===== config.mk =====
export PLATFORM = sky130hd
export DESIGN_NAME = raw_gap_interlock
export DESIGN_NICKNAME = d
export VERILOG_FILES = /design/src/rtl/rgi_pkg.sv /design/src/rtl/rgi_track.sv /design/src/rtl/rgi_match.sv /design/src/rtl/rgi_ctrl.sv /design/src/rtl/raw_gap_interlock.sv
export SDC_FILE = /design/constraint.sdc
export NUM_CORES = 1
export LEC_CHECK = 0
export ABC_CLOCK_PERIOD_IN_PS = 22000
export BUFFER_PORTS_ARGS = -buffer_cell sky130_fd_sc_hd__buf_2
export CAP_MARGIN = 30
export CORE_MARGIN = 5
export CORE_UTILIZATION = 58
export DETAILED_ROUTE_END_ITERATION = 12
export PLACE_DENSITY = 0.81
export SYNTH_ARGS = -nofsm -noshare
export SYNTH_HDL_FRONTEND = slang
export SYNTH_SLANG_ARGS = --single-unit
export TNS_END_PERCENT = 20

===== constraint.sdc =====
create_clock -name clk -period 22 [get_ports clk]
set_input_delay 6.6 -clock clk [delete_from_list [all_inputs] [get_ports clk]]
set_output_delay 6.6 -clock clk [all_outputs]
set_load 0.05 [all_outputs]

===== src/rtl/rgi_pkg.sv =====
package rgi_pkg;

    parameter int unsigned RGI_REG_W = 5;

    typedef enum logic [1:0] {
        CLS_INT    = 2'd0,
        CLS_FPALU  = 2'd1,
        CLS_LOADD  = 2'd2,
        CLS_STORED = 2'd3
    } iclass_e;

    typedef enum logic {
        ST_FLOW = 1'b0,
        ST_HOLD = 1'b1
    } dstate_e;

    typedef struct packed {
        logic                 vld;
        iclass_e              cls;
        logic                 fp;
        logic [RGI_REG_W-1:0] rn;
    } prod_t;

    function automatic logic dst_in_fp(iclass_e c);
        return c != CLS_INT;
    endfunction

    function automatic logic src_in_fp(iclass_e c, logic second);
        return (c == CLS_FPALU) || (second && c == CLS_STORED);
    endfunction

endpackage


===== src/rtl/rgi_track.sv =====
module rgi_track
    import rgi_pkg::*;
#(
    parameter int unsigned DEPTH  = 3,
    parameter int unsigned GAP_II = 0,
    parameter int unsigned GAP_FF = 3,
    parameter int unsigned GAP_FS = 2,
    parameter int unsigned GAP_LF = 1,
    parameter int unsigned GAP_LS = 0
) (
    input  logic                    clk,
    input  logic                    rst_n,
    input  logic                    push,
    input  prod_t                   push_ent,
    output prod_t [DEPTH-1:0]       slots
);

    // Largest gap a producer of this class can impose on any consumer.
    function automatic int unsigned life(iclass_e c);
        unique case (c)
            CLS_INT:    return GAP_II;
            CLS_FPALU:  return (GAP_FF > GAP_FS) ? GAP_FF : GAP_FS;
            CLS_LOADD:  return (GAP_LF > GAP_LS) ? GAP_LF : GAP_LS;
            default:    return 0;
        endcase
    endfunction

    // Slot k holds the producer issued k+1 cycles ago.
    always_ff @(posedge clk) begin
        if (!rst_n) begin
            slots[0] <= '0;
        end else begin
            slots[0]     <= push_ent;
            slots[0].vld <= push && (life(push_ent.cls) > 0);
        end
    end

    for (genvar k = 1; k < DEPTH; k++) begin : g_age
        always_ff @(posedge clk) begin
            if (!rst_n) begin
                slots[k] <= '0;
            end else begin
                slots[k]     <= slots[k-1];
                slots[k].vld <= slots[k-1].vld && (k < life(slots[k-1].cls));
            end
        end
    end

endmodule


===== src/rtl/rgi_match.sv =====
module rgi_match
    import rgi_pkg::*;
#(
    parameter int unsigned DEPTH  = 3,
    parameter int unsigned BW     = 2,
    parameter int unsigned GAP_II = 0,
    parameter int unsigned GAP_FF = 3,
    parameter int unsigned GAP_FS = 2,
    parameter int unsigned GAP_LF = 1,
    parameter int unsigned GAP_LS = 0
) (
    input  prod_t [DEPTH-1:0]       slots,
    input  iclass_e                 cls,
    input  logic                    sa_en,
    input  logic [RGI_REG_W-1:0]    sa,
    input  logic                    sb_en,
    input  logic [RGI_REG_W-1:0]    sb,
    output logic [BW-1:0]           bubbles
);

    // Required intervening cycles for a producer/consumer class pair.
    function automatic int unsigned pair_gap(iclass_e p, iclass_e c);
        unique case (p)
            CLS_INT:   return (c == CLS_INT) ? GAP_II : 0;
            CLS_FPALU: return (c == CLS_FPALU) ? GAP_FF :
                              (c == CLS_STORED) ? GAP_FS : 0;
            CLS_LOADD: return (c == CLS_FPALU) ? GAP_LF :
                              (c == CLS_STORED) ? GAP_LS : 0;
            default:   return 0;
        endcase
    endfunction

    function automatic logic hits(prod_t e, logic en, logic fp,
                                  logic [RGI_REG_W-1:0] r);
        return e.vld && en && (e.fp == fp) && (e.rn == r) &&
               (fp || (r != '0));
    endfunction

    logic fp_a, fp_b;
    assign fp_a = src_in_fp(cls, 1'b0);
    assign fp_b = src_in_fp(cls, 1'b1);

    logic [DEPTH-1:0][BW-1:0] rem;

    for (genvar k = 0; k < DEPTH; k++) begin : g_slot
        always_comb begin
            int unsigned need;
            need = 0;
            if (hits(slots[k], sa_en, fp_a, sa) || hits(slots[k], sb_en, fp_b, sb))
                need = pair_gap(slots[k].cls, cls);
            rem[k] = (need > k) ? BW'(need - k) : '0;
        end
    end

    always_comb begin
        bubbles = '0;
        for (int k = 0; k < DEPTH; k++) begin
            if (rem[k] > bubbles) bubbles = rem[k];
        end
    end

endmodule


===== src/rtl/rgi_ctrl.sv =====
module rgi_ctrl
    import rgi_pkg::*;
#(
    parameter int unsigned BW = 2
) (
    input  logic          clk,
    input  logic          rst_n,
    input  logic          dec_valid,
    input  logic [BW-1:0] bubbles,
    output logic          stall,
    output logic          issue,
    output logic          hold_q
);

    dstate_e state_q, state_d;

    always_ff @(posedge clk) begin
        if (!rst_n) state_q <= ST_FLOW;
        else        state_q <= state_d;
    end

    always_comb begin
        logic hazard;
        hazard = dec_valid && (bubbles != '0);
        stall  = hazard;
        issue  = dec_valid && !hazard;
        unique case (state_q)
            ST_FLOW: state_d = hazard ? ST_HOLD : ST_FLOW;  // T_DETECT
            ST_HOLD: state_d = hazard ? ST_HOLD : ST_FLOW;  // T_KEEP / T_RELEASE
            default: state_d = ST_FLOW;
        endcase
    end

    assign hold_q = (state_q == ST_HOLD);

endmodule


===== src/rtl/raw_gap_interlock.sv =====
module raw_gap_interlock
    import rgi_pkg::*;
#(
    parameter int unsigned REG_W  = RGI_REG_W,
    parameter int unsigned GAP_II = 0,
    parameter int unsigned GAP_FF = 3,
    parameter int unsigned GAP_FS = 2,
    parameter int unsigned GAP_LF = 1,
    parameter int unsigned GAP_LS = 0,
    localparam int unsigned MAX_A = (GAP_FF > GAP_FS) ? GAP_FF : GAP_FS,
    localparam int unsigned MAX_B = (GAP_LF > GAP_LS) ? GAP_LF : GAP_LS,
    localparam int unsigned MAX_C = (MAX_A > MAX_B) ? MAX_A : MAX_B,
    localparam int unsigned MAX_D = (MAX_C > GAP_II) ? MAX_C : GAP_II,
    localparam int unsigned DEPTH = (MAX_D < 1) ? 1 : MAX_D,
    localparam int unsigned BW    = $clog2(DEPTH + 1)
) (
    input  logic             clk,
    input  logic             rst_n,
    input  logic             dec_valid,
    input  logic [1:0]       dec_cls,
    input  logic             dec_dst_en,
    input  logic [REG_W-1:0] dec_dst,
    input  logic             dec_sa_en,
    input  logic [REG_W-1:0] dec_sa,
    input  logic             dec_sb_en,
    input  logic [REG_W-1:0] dec_sb,
    output logic             stall,
    output logic             issue,
    output logic [BW-1:0]    bubbles
);

    iclass_e cls;
    assign cls = iclass_e'(dec_cls);

    prod_t               push_ent;
    logic                push;
    prod_t [DEPTH-1:0]   slots;
    logic                hold_q;

    assign push_ent.vld = 1'b1;
    assign push_ent.cls = cls;
    assign push_ent.fp  = dst_in_fp(cls);
    assign push_ent.rn  = RGI_REG_W'(dec_dst);

    // Integer register zero is never a dependence source.
    assign push = issue && dec_dst_en && (cls != CLS_STORED) &&
                  (dst_in_fp(cls) || (dec_dst != '0));

    rgi_track #(
        .DEPTH(DEPTH), .GAP_II(GAP_II), .GAP_FF(GAP_FF),
        .GAP_FS(GAP_FS), .GAP_LF(GAP_LF), .GAP_LS(GAP_LS)
    ) u_track (
        .clk(clk), .rst_n(rst_n), .push(push), .push_ent(push_ent), .slots(slots)
    );

    rgi_match #(
        .DEPTH(DEPTH), .BW(BW), .GAP_II(GAP_II), .GAP_FF(GAP_FF),
        .GAP_FS(GAP_FS), .GAP_LF(GAP_LF), .GAP_LS(GAP_LS)
    ) u_match (
        .slots(slots), .cls(cls),
        .sa_en(dec_sa_en), .sa(RGI_REG_W'(dec_sa)),
        .sb_en(dec_sb_en), .sb(RGI_REG_W'(dec_sb)),
        .bubbles(bubbles)
    );

    rgi_ctrl #(.BW(BW)) u_ctrl (
        .clk(clk), .rst_n(rst_n), .dec_valid(dec_valid), .bubbles(bubbles),
        .stall(stall), .issue(issue), .hold_q(hold_q)
    );

endmodule


==> After elaboration in Yosys (flattened, before gate mapping) <==
Cells that the tools add are included.
{ "classes": {"addsub": 2, "n_lt_le_gt_ge": 9, "eq_ne": 22, "muxes": 21, "reduce_logical": 45} }
{ "ops": {"columns": ["cell", "count"], "rows": [
  ["$mux W32", 7],
  ["$pmux W32 S2", 3],
  ["$gt A32 B1 Y1 const B", 3],
  ["$gt A32 B2 Y1 const B", 1],
  ["$logic_and A1 B1 Y1", 32],
  ["$lt A1 B32 Y1 const A", 1],
  ["$lt A2 B32 Y1 const A", 1],
  ["$eq A5 B5 Y1", 6],
  ["$reduce_bool A5 Y1", 3],
  ["$mux W2", 7],
  ["$pmux W2 S2", 3],
  ["$eq A2 B2 Y1 const B", 5],
  ["$eq A2 B1 Y1 const B", 4],
  ["$logic_or A1 B1 Y1", 7],
  ["$eq A1 B1 Y1", 6],
  ["$gt A2 B2 Y1", 2],
  ["$reduce_bool A2 Y1", 2],
  ["$gt A2 B1 Y1 const B", 1],
  ["$ne A2 B2 Y1 const B", 1],
  ["$sub A2 B1 Y2 const B", 1],
  ["$sub A2 B2 Y2 const B", 1],
  ["$logic_not A1 Y1", 1],
  ["$mux W1", 1]
]} }
{ "word_totals": {"ff_bits": 27, "input_bits": 23, "output_inout_bits": 4, "word_cells": 111} }

==> Longest topological paths before layout <==
Gate-level depths: netlist of run 1.
{ "depth": {"depth_word": 24, "mapped_depth": 19, "ltp_nobuf": 18} }

==> Modules after synthesis <==
From an unflattened synthesis of run 1, not the netlist that was laid out.
{ "hier_totals": {"cells_unflattened": 164, "hier_area_um2": 1610.3} }
{ "by_module_without_submodules": {"columns": ["module", "n_inst", "cells_each", "area_per_inst_um2", "seq_area_each_um2"], "rows": [
  ["rgi_match", 1, 96, 773.2, 0.0],
  ["rgi_track", 1, 57, 742.0, 540.5],
  ["rgi_ctrl", 1, 4, 50.0, 20.0],
  ["raw_gap_interlock", 1, 7, 45.0, 0.0]
]} }

==> Least setup slack after synthesis of run 1 <==
No wires, ideal clock.
{ "synth_timing": {"path_type": "input -> output", "from": "input port dec_cls[1]", "to": "output port issue", "arrival_time_ns": 10.708, "required_ns": 15.400, "slack_ns": 4.692, "path_stages": 18, "path_buffers": 1, "cell_sequence": "inv_1 -> ha_1 -> buf_6 -> or4_4 -> o31ai_4 -> nor3_1 -> o211a_1 -> ha_1 -> inv_1 -> o22ai_1 -> or2_2 -> nand2_1 -> ha_1 -> inv_1 -> o22ai_1 -> inv_1 -> or4b_4 -> a31oi_1"} }
{ "synth_via": {"elab_chain_len": 20, "elab_cells_between_ends": 59, "classes_between": "add/sub (2); order compare (6); eq/ne (8); mux (15); reduce/logical (28)"} }
{ "synth_lines": {"columns": ["item", "line_no", "rtl"], "rows": [
  ["start, declared", "raw_gap_interlock.sv:20", "input logic [1:0] dec_cls,"],
  ["$eq A2 B1 Y1 / $eq A2 B2 Y1 (equally long branches)", null, null],
  ["$logic_or A1 B1 Y1", "rgi_pkg.sv:29", "return (c == CLS_FPALU) || (second && c == CLS_STORED);"],
  ["$eq A1 B1 Y1", "rgi_match.sv:35", "return e.vld && en && (e.fp == fp) && (e.rn == r) &&"],
  ["$logic_and A1 B1 Y1 (3 in a row)", "rgi_match.sv:35", null],
  ["$logic_or A1 B1 Y1", "rgi_match.sv:49", "if (hits(slots[k], sa_en, fp_a, sa) || hits(slots[k], sb_en, fp_b, sb))"],
  ["$mux W32", "rgi_match.sv:49", null],
  ["$gt A32 B1 Y1", "rgi_match.sv:51", "rem[k] = (need > k) ? BW'(need - k) : '0;"],
  ["$mux W2", "rgi_match.sv:51", null],
  ["(+2 left out)", null, null],
  ["$gt A2 B2 Y1", "rgi_match.sv:58", "if (rem[k] > bubbles) bubbles = rem[k];"],
  ["$mux W2", "rgi_match.sv:58", null],
  ["$gt A2 B2 Y1", "rgi_match.sv:58", null],
  ["$mux W2 (*)", "rgi_match.sv:58", null],
  ["$reduce_bool A2 Y1 (*)", "rgi_ctrl.sv:24", "hazard = dec_valid && (bubbles != '0);"],
  ["$logic_and A1 B1 Y1 (*)", "rgi_ctrl.sv:24", null],
  ["$logic_not A1 Y1 (*)", "rgi_ctrl.sv:26", "issue = dec_valid && !hazard;"],
  ["$logic_and A1 B1 Y1 (*)", "rgi_ctrl.sv:26", null],
  ["end, declared", "raw_gap_interlock.sv:28", "output logic issue,"]
]} }
Every way passes the cells marked *; elsewhere a longest branch is shown, timed or not.

==> Worst setup path in the final report of run 1 <==
Ends and elaborated chain as after synthesis.

==> qor.yml, run 1 <==
outcome: "finished, final reports clean"
synthFlopType: "dfxtp_1"
synth.cell_area_mm2: 0.00171
place_ws_ps: 4690
switching_share_pct: 29.9
p_leak_nw: 0.785
clk_latency_ps: 340
setup_tns_ps: 0
synthDistinctLibCells: 36
regToRegSetupSlack_ps: 18350
cts.sinks: 27
grtUsageTotal_pct: 19.2
r2r-start: "u_track.slots[13]$_SDFF_PN0_"
grt_pass1_wl_mm: 6.42
hold_path_class: "flop to flop"
cap_violations: 0
hold_viol_final: 0
largest_register_ffs: 27
muxShareOfSynthArea_pct: 0.584
fin_crit_sh_pct: 79.0
drc: 0
synth_compound_area_share_pct: 9.34
drt_first_pass_iters: 4
cts_root_buf: "clkbuf_4"
holdPathStages: 1
start_util_pct: 61.1
antenna_found_initial: 0
cts_setup_buffers: 0
n_antenna_cell: 0
grt_overflow: 0
ys_seq_area_share_pct: 31.5
wl_met2_mm: 1.84
place.gp.congestion: 0.908
async_reset_ff_share_pct: 0
port_buffers: 26
drt-met1-wl_mm: 1.56
highest_layer: "met4"
slowest_stage: "or4b_4"
skew_ps: 9.42
drt_wl_total_mm: 3.69
drt-wirelength-per-cell_um: 15.3
grt_max_degree: 28
syn_avg_cell_area_um2: 9.32
worst_slack_ps: 4610
cp_num_buf_inv: 5
cts_resized: 0
total_power_mw: 0.0952
critPathMaxStageDelay_ps: 510
relSlewSlack_pct: 67.0
holdPathEnd: "u_track.slots[24]$_SDFF_PN0_"
finalCriticalPeriod_ps: 17390
vias_per_cell: 5.67
cp_top_family: "simple AND/OR/NAND/NOR gates"
p_per_area_mw_per_mm2: 50.2
first_global_vias: 1450
synth_cells: 184
worstPathArrival_ps: 10790
power_switching_mw: 0.0285
regMostFlops: "u_track.slots"
hold_buffers: 0
setup.worst_path.start: "dec_cls[1]"
top_regs: "u_track.slots: 27 flops"
worstRegToRegCells: 16
drive_above_1_share_pct: 18.5
rsz0062_at_grt: "false"
startpoint_type: "primary input"
critPathCaptureType: "output pin"
coreArea_mm2: 0.00281
crit_fanout: 6
setup_viol: 0
drt-initial-drc-count: 69
timing_worst_setup_path_type: "primary input to output pin"
synth-simple-area-share_pct: 23.2
row_count: 19
clock_path_buffers: 2
ios: 27
area_growth_pct: 10.5
dr_wl_met3_um: 237
min_from: "u_track.slots[15]$_SDFF_PN0_"
synth_top_family_by_area: "simple AND/OR/NAND/NOR gates"
dieWidth_um: 64.4
crit_chain: "buf_2 -> inv_1 -> ha_1 -> nor2_1 -> xnor2_1 -> nor4_1 -> o21ai_0 -> a21o_1 -> ha_1 -> nor2_1 -> o22ai_1 -> or2_2 -> nand2_1 -> ha_1 -> inv_1 -> o22ai_1 -> inv_1 -> or4b_4 -> a31oi_1 -> buf_2"
ir_drop_uv: 29.8
fin_nets: 251
ys_warn_count: 0
p_int_mw: 0.0667
synth.ff_latch_count: 27
via_count: 1371
synth_fa_ha_area_share_pct: 11.7
synth_nets: 223
synth_xor_area_share_pct: 18.4
worst_slew_pin_slew_ps: 491
slew_viol_final: 0
clkPwrFrac_pct: 24.1
dp_hpwl_mm: 3.00
p_comb_share_pct: 20.6
cts_tree: "yes"
drtAntennaViolNets: 0
die_h_um: 64.4
synth_edf_count: 0
cts_inserted_buffers: 3
die_area_mm2: 0.00414
path_clk_slew_ps: 150
ctsHtreeMaxLevel: 1
required_ps: 15400
seq_power_share_pct: 55.3
max_freq_mhz: 57.5
r2r-end: "u_track.slots[8]$_SDFF_PN0_"
## layer usage
| layer | GRT usage, % | up-vias |
|---|---|---|
| met5 | 0 | - |
| met2 | 34.7 | 44 |
| met1 | 22.9 | 652 |
| met3 | 2.98 | 6 |
| met4 | 6.86 | 0 |
| li1 | - | 669 |
## cell families (layout without fill, tap and decap cells)
| family | after synthesis | in the layout |
|---|---|---|
| mux | 1 | 1 |
| xor+xnor | 36 | 36 |
| compound gates | 18 | 18 |
| buf+inv | 20 | 47 |
| simple gates | 64 | 64 |
| other cells | 2 | 2 |
| flops | 27 | 27 |
| fa+ha+maj | 16 | 16 |
## Yosys cell counts, drive strengths merged, types with 3 or more instances
cell type / number / area share (%)
xnor2: 36 / 18
dfxtp: 27 / 32
and2: 24 / 8.8
inv: 17 / 3.7
ha: 16 / 12
nand2: 6 / 1.3
nand4: 6 / 2.2
o21ai: 5 / 1.5
nand3: 4 / 1.2
nor2: 4 / 0.88
nor4: 4 / 1.5
a31oi: 3 / 1.1
nor3: 3 / 1.2
## worst max-delay path by stage
stage / to / slack (ps) / depth (start not counted)
global route: issue / 4280 / 20
CTS: issue / 4650 / 19
detailed placement: issue / 4690 / 19
floorplan: issue / 4690 / 18
global placement: issue / 4860 / 19
finish: issue / 4610 / 20
## placed cells by master, fill, tap and decap left out, types with 3 or more instances in the layout
master,n
a31oi_1,3
and2_1,24
buf_2,26
clkbuf_4,3
dfxtp_1,27
ha_1,16
inv_1,17
nand2_1,6
nand3_1,4
nand4_1,6
nor2_1,4
nor4_1,4
o21ai_0,5
xnor2_1,36
## layout make-up
type / instances / area, um^2
inverter: 17 / 63.8
clock buffer: 3 / 22.5
timing repair buffer: 26 / 130
clock inverter: 1 / 7.51
sequential: 27 / 541
fill: 235 / 911
tap: 31 / 38.8
multi-input combinational: 137 / 1090
## power by group through the flow
stage | Clock [mW] | Sequential, mW | Combinational (mW)
after floorplan | 0 | 0.0532 | 0.0131
after detailed placement | 0 | 0.0537 | 0.0194
after CTS | 0.0236 | 0.0526 | 0.0196
after global placement | 0 | 0.0536 | 0.0186
final | 0.0229 | 0.0526 | 0.0196
after global routing | 0.0261 | 0.0529 | 0.0214
## through the flow
stage                     instance area [um^2]  util [%]  cells  hold WS [ps]
after floorplan                           1710         -    184           457
after global placement                    1860      66.5    238           463
after detailed placement                  1860      66.5    238           484
after CTS                                 1890      67.5    242           507
after global routing                      1890      67.5    242           517
final                                     1890      67.5    242           506
Power figures use the tool's default switching activity.
==> run 2, diff against run 1 <==
--- a/config.mk
+++ b/config.mk
@@ -5,13 +5,13 @@
 export SDC_FILE = /design/constraint.sdc
 export NUM_CORES = 1
 export LEC_CHECK = 0
-export ABC_CLOCK_PERIOD_IN_PS = 22000
+export ABC_CLOCK_PERIOD_IN_PS = 17950
 export BUFFER_PORTS_ARGS = -buffer_cell sky130_fd_sc_hd__buf_2
 export CAP_MARGIN = 30
 export CORE_MARGIN = 5
-export CORE_UTILIZATION = 58
+export CORE_UTILIZATION = 56
 export DETAILED_ROUTE_END_ITERATION = 12
-export PLACE_DENSITY = 0.81
+export PLACE_DENSITY = 0.79
 export SYNTH_ARGS = -nofsm -noshare
 export SYNTH_HDL_FRONTEND = slang
 export SYNTH_SLANG_ARGS = --single-unit
==> constraint.sdc (replaced) <==
create_clock -name clk -period 17.95 [get_ports clk]
set_input_delay 5.385 -clock clk [delete_from_list [all_inputs] [get_ports clk]]
set_output_delay 5.385 -clock clk [all_outputs]
set_load 0.05 [all_outputs]
==> qor.yml, run 2 (synthesis gave the netlist of run 1 again) <==
outcome: "finished, final reports clean"
path_clk_slew_ps: 140  # about the same
dieWidth_um: 65.3  # +1.5%
cts_root_buf: "clkbuf_4"
port_buffers: 26  # unchanged
antenna_found_initial: 0  # unchanged
grt_overflow: 0  # unchanged
place_area_mm2: 0.00187  # +0.13%
rsz0062_at_grt: "false"
first_global_vias: 1288  # -11%
crit_fanout: 5  # -1
hold_path_class: "flop to flop"
drc: 0  # unchanged
fin_nets: 251  # unchanged
coreArea_mm2: 0.00300  # +7.0%
row_count: 20  # +1
dp_cells: 240  # +0.84%
drive_above_1_share_pct: 18.0  # -0.47 points
fin_crit_sh_pct: 82.9
total_power_mw: 0.114  # +19%
setup_tns_ps: 0  # unchanged
n_antenna_cell: 0  # unchanged
cap_violations: 0  # unchanged
drt-wirelength-per-cell_um: 13.8  # -9.8%
drt_wl_total_mm: 3.36  # -9.1%
clk_latency_ps: 320  # -20 ps
regArea_um2: 541  # unchanged
mostFrequentLayoutCells: "36 x xnor2_1, 27 x dfxtp_1, 26 x buf_2"
slowest_stage: "or4_4"
die_area_mm2: 0.00427  # +3.0%
grtUsageTotal_pct: 17.5  # -1.7 points
top_regs: "u_track.slots: 27 flops"
area_growth_pct: 10.4  # about the same
p_leak_nw: 0.786  # +0.13%
start_util_pct: 57.1  # -4.0 points
p_per_area_mw_per_mm2: 60.1  # +20%
nFillCells: 266  # +13%
slew_viol_final: 0  # unchanged
setup_viol: 0  # unchanged
startpoint_type: "primary input"
finalNonFillerCells: 244  # +0.83%
ir_drop_uv: 39.0  # +31%
cts_inserted_buffers: 3  # unchanged
vias_per_cell: 5.33  # -5.9%
largest_register_ffs: 27  # unchanged
die_h_um: 65.3  # +1.5%
regMostFlops: "u_track.slots"
place.gp.congestion: 0.869  # -4.2%
ios: 27  # unchanged
clock_path_buffers: 2  # unchanged
multiInputGateArea_mm2: 0.00109  # unchanged
drtAntennaViolNets: 0  # unchanged
grt_max_degree: 28  # unchanged
design_area_mm2: 0.00189  # about the same
critPathMaxStageDelay_ps: 570  # +60 ps
max_freq_mhz: 67.2
critPathCaptureType: "output pin"
worstPathArrival_ps: 9500  # -1290 ps
dp_hpwl_mm: 2.69  # -11%
drt_first_pass_iters: 4  # unchanged
via_count: 1301  # -5.1%
ctsHtreeMaxLevel: 1  # unchanged
cts.sinks: 27  # unchanged
final_common_cell: "xnor2_1"
hold_buffers: 0  # unchanged
hold_viol_final: 0  # unchanged
fin_hold_ws_ps: 501  # -5.08 ps
grt_pass1_wl_mm: 5.89  # -8.4%
cts_setup_buffers: 0  # unchanged
required_ps: 12560  # -2840 ps
crit_chain: "buf_2 -> ha_1 -> or4_4 -> o41ai_4 -> nor4_1 -> o21ai_0 -> a21o_1 -> ha_1 -> o22ai_1 -> or2_2 -> nand2_1 -> ha_1 -> inv_1 -> o22ai_1 -> inv_1 -> or4b_4 -> a31oi_1 -> buf_2"
timing_worst_setup_path_type: "primary input to output pin"
cts_tree: "yes"
skew_ps: 1.35  # -8.07 ps
cts_resized: 0  # unchanged
crit_top_cell: "ha_1"
finalCriticalPeriod_ps: 14880
drt-initial-drc-count: 37  # -46%
==> run 2: cell count changes in the layout (fill, tap and decap cells not counted), sizes merged <==
cell	previous run	this run
clkinvlp	1	0
clkbuf	3	4
==> run 2: metal layers <==
| metal | global-route usage [%] | share of wire [%] | vias up |
|---|---|---|---|
| li1 | - | - | 668 |
| met1 | 22.8 | 46 | 587 |
| met2 | 29.5 | 46 | 41 |
| met3 | 2.56 | 6.9 | 5 |
| met4 | 6.22 | 1.6 | 0 |
| met5 | 0 | 0 | - |
==> run 2: worst paths after layout <==
path / cells after the start / to / from / slack (ps)
hold reg to reg: 1 / u_track.slots[25]$_SDFF_PN0_ / u_track.slots[16]$_SDFF_PN0_ / 500
setup / recovery: 18 / issue / dec_cls[0] / 3070
setup reg to reg: 16 / u_track.slots[8]$_SDFF_PN0_ / u_track.slots[13]$_SDFF_PN0_ / 14410
hold / removal: 1 / u_track.slots[25]$_SDFF_PN0_ / u_track.slots[16]$_SDFF_PN0_ / 500
==> run 2: power breakdown <==
part           switching [mW]  leakage (nW)  internal (mW)
Sequential            0.00219         0.222         0.0623
Clock                  0.0171        0.0150        0.00870
Combinational          0.0126         0.550         0.0109
Total                  0.0319         0.786         0.0818
==> run 2: stage by stage <==
| step | worst slack [ps] | util, % |
|---|---|---|
| after CTS | 3110 | 63.0 |
| after floorplan | 3070 | - |
| after detailed placement | 3130 | 62.2 |
| after global routing | 2660 | 63.0 |
| after global placement | 3200 | 62.2 |
| final | 3070 | 63.0 |
==> run 2: critical path: cells and delay by family <==
kind | cells | cell delay [ps]
compound gates | 6 | 1330
buf+inv | 4 | 550
simple gates | 5 | 1440
fa+ha+maj | 3 | 790
==> run 2: final cells by class <==
class                      count  area share (%)
clock buffer                   4            1.39
tap                           33            2.18
sequential                    27            28.6
timing repair buffer          26            6.87
multi-input combinational    137            57.6
inverter                      17            3.37
==> run 3, diff against run 2 <==
--- a/config.mk
+++ b/config.mk
@@ -5,13 +5,13 @@
 export SDC_FILE = /design/constraint.sdc
 export NUM_CORES = 1
 export LEC_CHECK = 0
-export ABC_CLOCK_PERIOD_IN_PS = 17950
+export ABC_CLOCK_PERIOD_IN_PS = 12400
 export BUFFER_PORTS_ARGS = -buffer_cell sky130_fd_sc_hd__buf_2
 export CAP_MARGIN = 30
 export CORE_MARGIN = 5
-export CORE_UTILIZATION = 56
+export CORE_UTILIZATION = 51
 export DETAILED_ROUTE_END_ITERATION = 12
-export PLACE_DENSITY = 0.79
+export PLACE_DENSITY = 0.76
 export SYNTH_ARGS = -nofsm -noshare
 export SYNTH_HDL_FRONTEND = slang
 export SYNTH_SLANG_ARGS = --single-unit
==> constraint.sdc (replaced) <==
create_clock -name clk -period 12.4 [get_ports clk]
set_input_delay 3.72 -clock clk [delete_from_list [all_inputs] [get_ports clk]]
set_output_delay 3.72 -clock clk [all_outputs]
set_load 0.05 [all_outputs]
==> qor.yml, run 3 (synthesis gave the netlist of run 1 again) <==
outcome: "finished, final reports clean"
place_area_mm2: 0.00188  # +0.87%
regMostFlops: "u_track.slots"
rsz0062_at_grt: "false"
n_antenna_cell: 0  # unchanged
slowest_stage: "or4_4"
drt_wl_total_mm: 3.43  # +2.2%
drtAntennaViolNets: 0  # unchanged
clk_latency_ps: 340  # +20 ps
crit_fanout: 9  # +4
ios: 27  # unchanged
dp_cells: 253  # +5.4%
required_ps: 8680  # -3880 ps
setup_tns_ps: 0  # unchanged
final_common_cell: "xnor2_1"
ctsHtreeMaxLevel: 1  # unchanged
fin_hold_ws_ps: 506  # +5.22 ps
place.gp.congestion: 0.821  # -5.5%
area_growth_pct: 11.7
power_switching_mw: 0.0487  # +53%
drt-initial-drc-count: 52  # +41%
cts_inserted_buffers: 3  # unchanged
grtUsageTotal_pct: 16.6  # -0.93 points
mostFrequentLayoutCells: "36 x xnor2_1, 27 x dfxtp_1, 26 x buf_2"
p_comb_share_pct: 20.3  # -0.4 points
hold_buffers: 0  # unchanged
path_clk_slew_ps: 140  # about the same
ir_drop_uv: 28.4  # -27%
die_h_um: 68.0  # +4.1%
die_area_mm2: 0.00462  # +8.3%
cts_root_buf: "clkbuf_4"
setup_viol: 0  # unchanged
critPathMaxStageDelay_ps: 590  # +20 ps
antenna_found_initial: 0  # unchanged
cts_tree: "yes"
p_leak_nw: 0.790  # +0.43%
dp_hpwl_mm: 2.85  # +5.9%
dieWidth_um: 68.0  # +4.1%
startpoint_type: "primary input"
cts_setup_buffers: 0  # unchanged
cp_num_buf_inv: 5  # +1
cts.sinks: 27  # unchanged
port_buffers: 26  # unchanged
p_per_area_mw_per_mm2: 87.6  # +46%
crit_chain: "buf_2 -> inv_1 -> ha_1 -> or4_4 -> o31ai_4 -> nor3_1 -> o21ai_0 -> ha_1 -> o22ai_1 -> or2_2 -> nand2_1 -> ha_1 -> inv_1 -> o22ai_1 -> inv_1 -> or4b_4 -> a31oi_1 -> buf_2"
critPathCaptureType: "output pin"
coreArea_mm2: 0.00328  # +9.4%
finalCriticalPeriod_ps: 11580
start_util_pct: 52.2  # -4.9 points
finalNonFillerCells: 257  # +5.3%
drive_above_1_share_pct: 18.5  # +0.47 points
fin_crit_sh_pct: 93.4
via_count: 1297  # -0.31%
drt_first_pass_iters: 4  # unchanged
timing_worst_setup_path_type: "primary input to output pin"
seq_power_share_pct: 55.7  # -1.0 points
vias_per_cell: 5.05  # -5.4%
p_int_mw: 0.119  # +46%
clock_path_buffers: 2  # unchanged
grt_overflow: 0  # unchanged
worstPathArrival_ps: 7860  # -1640 ps
switching_share_pct: 29.0  # +0.97 points
design_area_mm2: 0.00191  # +1.1%
largest_register_ffs: 27  # unchanged
hold_path_class: "flop to flop"
fin_nets: 251  # unchanged
total_power_mw: 0.168  # +48%
cap_violations: 0  # unchanged
slew_viol_final: 0  # unchanged
regToRegSetupSlack_ps: 8890  # -5520 ps
clkPwrFrac_pct: 24.1  # +1.4 points
drt-wirelength-per-cell_um: 13.4  # -3.0%
row_count: 21  # +5.0%
drc: 0  # unchanged
cts_resized: 0  # unchanged
hold_viol_final: 0  # unchanged
cp_top_family: "simple AND/OR/NAND/NOR gates"
first_global_vias: 1329  # +3.2%
top_regs: "u_track.slots: 27 flops"
skew_ps: 10.8  # +9.43 ps
max_freq_mhz: 86.4
grt_pass1_wl_mm: 5.79  # -1.6%
grt_max_degree: 28  # unchanged
[run 3: worst paths after layout]
path | endpoint | start | cells after the start
setup / recovery | issue | dec_cls[1] | 18
hold / removal | u_track.slots[24]$_SDFF_PN0_ | u_track.slots[15]$_SDFF_PN0_ | 1
setup reg to reg | u_track.slots[8]$_SDFF_PN0_ | u_track.slots[12]$_SDFF_PN0_ | 16
hold reg to reg | u_track.slots[24]$_SDFF_PN0_ | u_track.slots[15]$_SDFF_PN0_ | 1
[run 3: power by group through the flow]
stage / Sequential (mW) / Combinational (mW) / Clock (mW)
after floorplan: 0.0944 / 0.0233 / 0
after global placement: 0.0953 / 0.0335 / 0
after detailed placement: 0.0954 / 0.0340 / 0
after CTS: 0.0935 / 0.0342 / 0.0428
after global routing: 0.0939 / 0.0374 / 0.0471
final: 0.0934 / 0.0340 / 0.0404
[run 3: area by class of cell]
class / count / area [um^2]
Multi-Input combinational cell: 137 / 1090
Clock buffer: 3 / 22.5
Clock inverter: 1 / 8.76
Sequential cell: 27 / 541
Timing Repair Buffer: 26 / 130
Fill cell: 302 / 1370
Tap cell: 46 / 57.6
Inverter: 17 / 63.8
[run 3: per-layer routing]
metal	part of all wire [%]	up-vias	global-route usage [%]
met3	4.6	4	2.63
met4	0.76	0	5.96
li1	-	668	-
met2	49	24	29.4
met1	45	601	20.1
met5	0	-	0
[run 3: worst reg2reg max path: stages (launching register included)]
cell,delay (ps)
dfxtp_1,430
xnor2_1,140
nand4_1,130
nor4_1,320
o21ai_0,140
a21o_1,180
ha_1,290
nor2_1,40
o22ai_1,230
or2_2,180
nand2_1,50
ha_1,260
inv_1,30
o22ai_1,250
inv_1,110
or4b_4,510
a31oi_1,170
[run 3: stage by stage]
stage	worst slack (ps)	util, %
detailed placement	803	57.3
global placement	896	57.3
global route	578	58.3
CTS	804	58.3
floorplan	852	-
finish	823	58.3
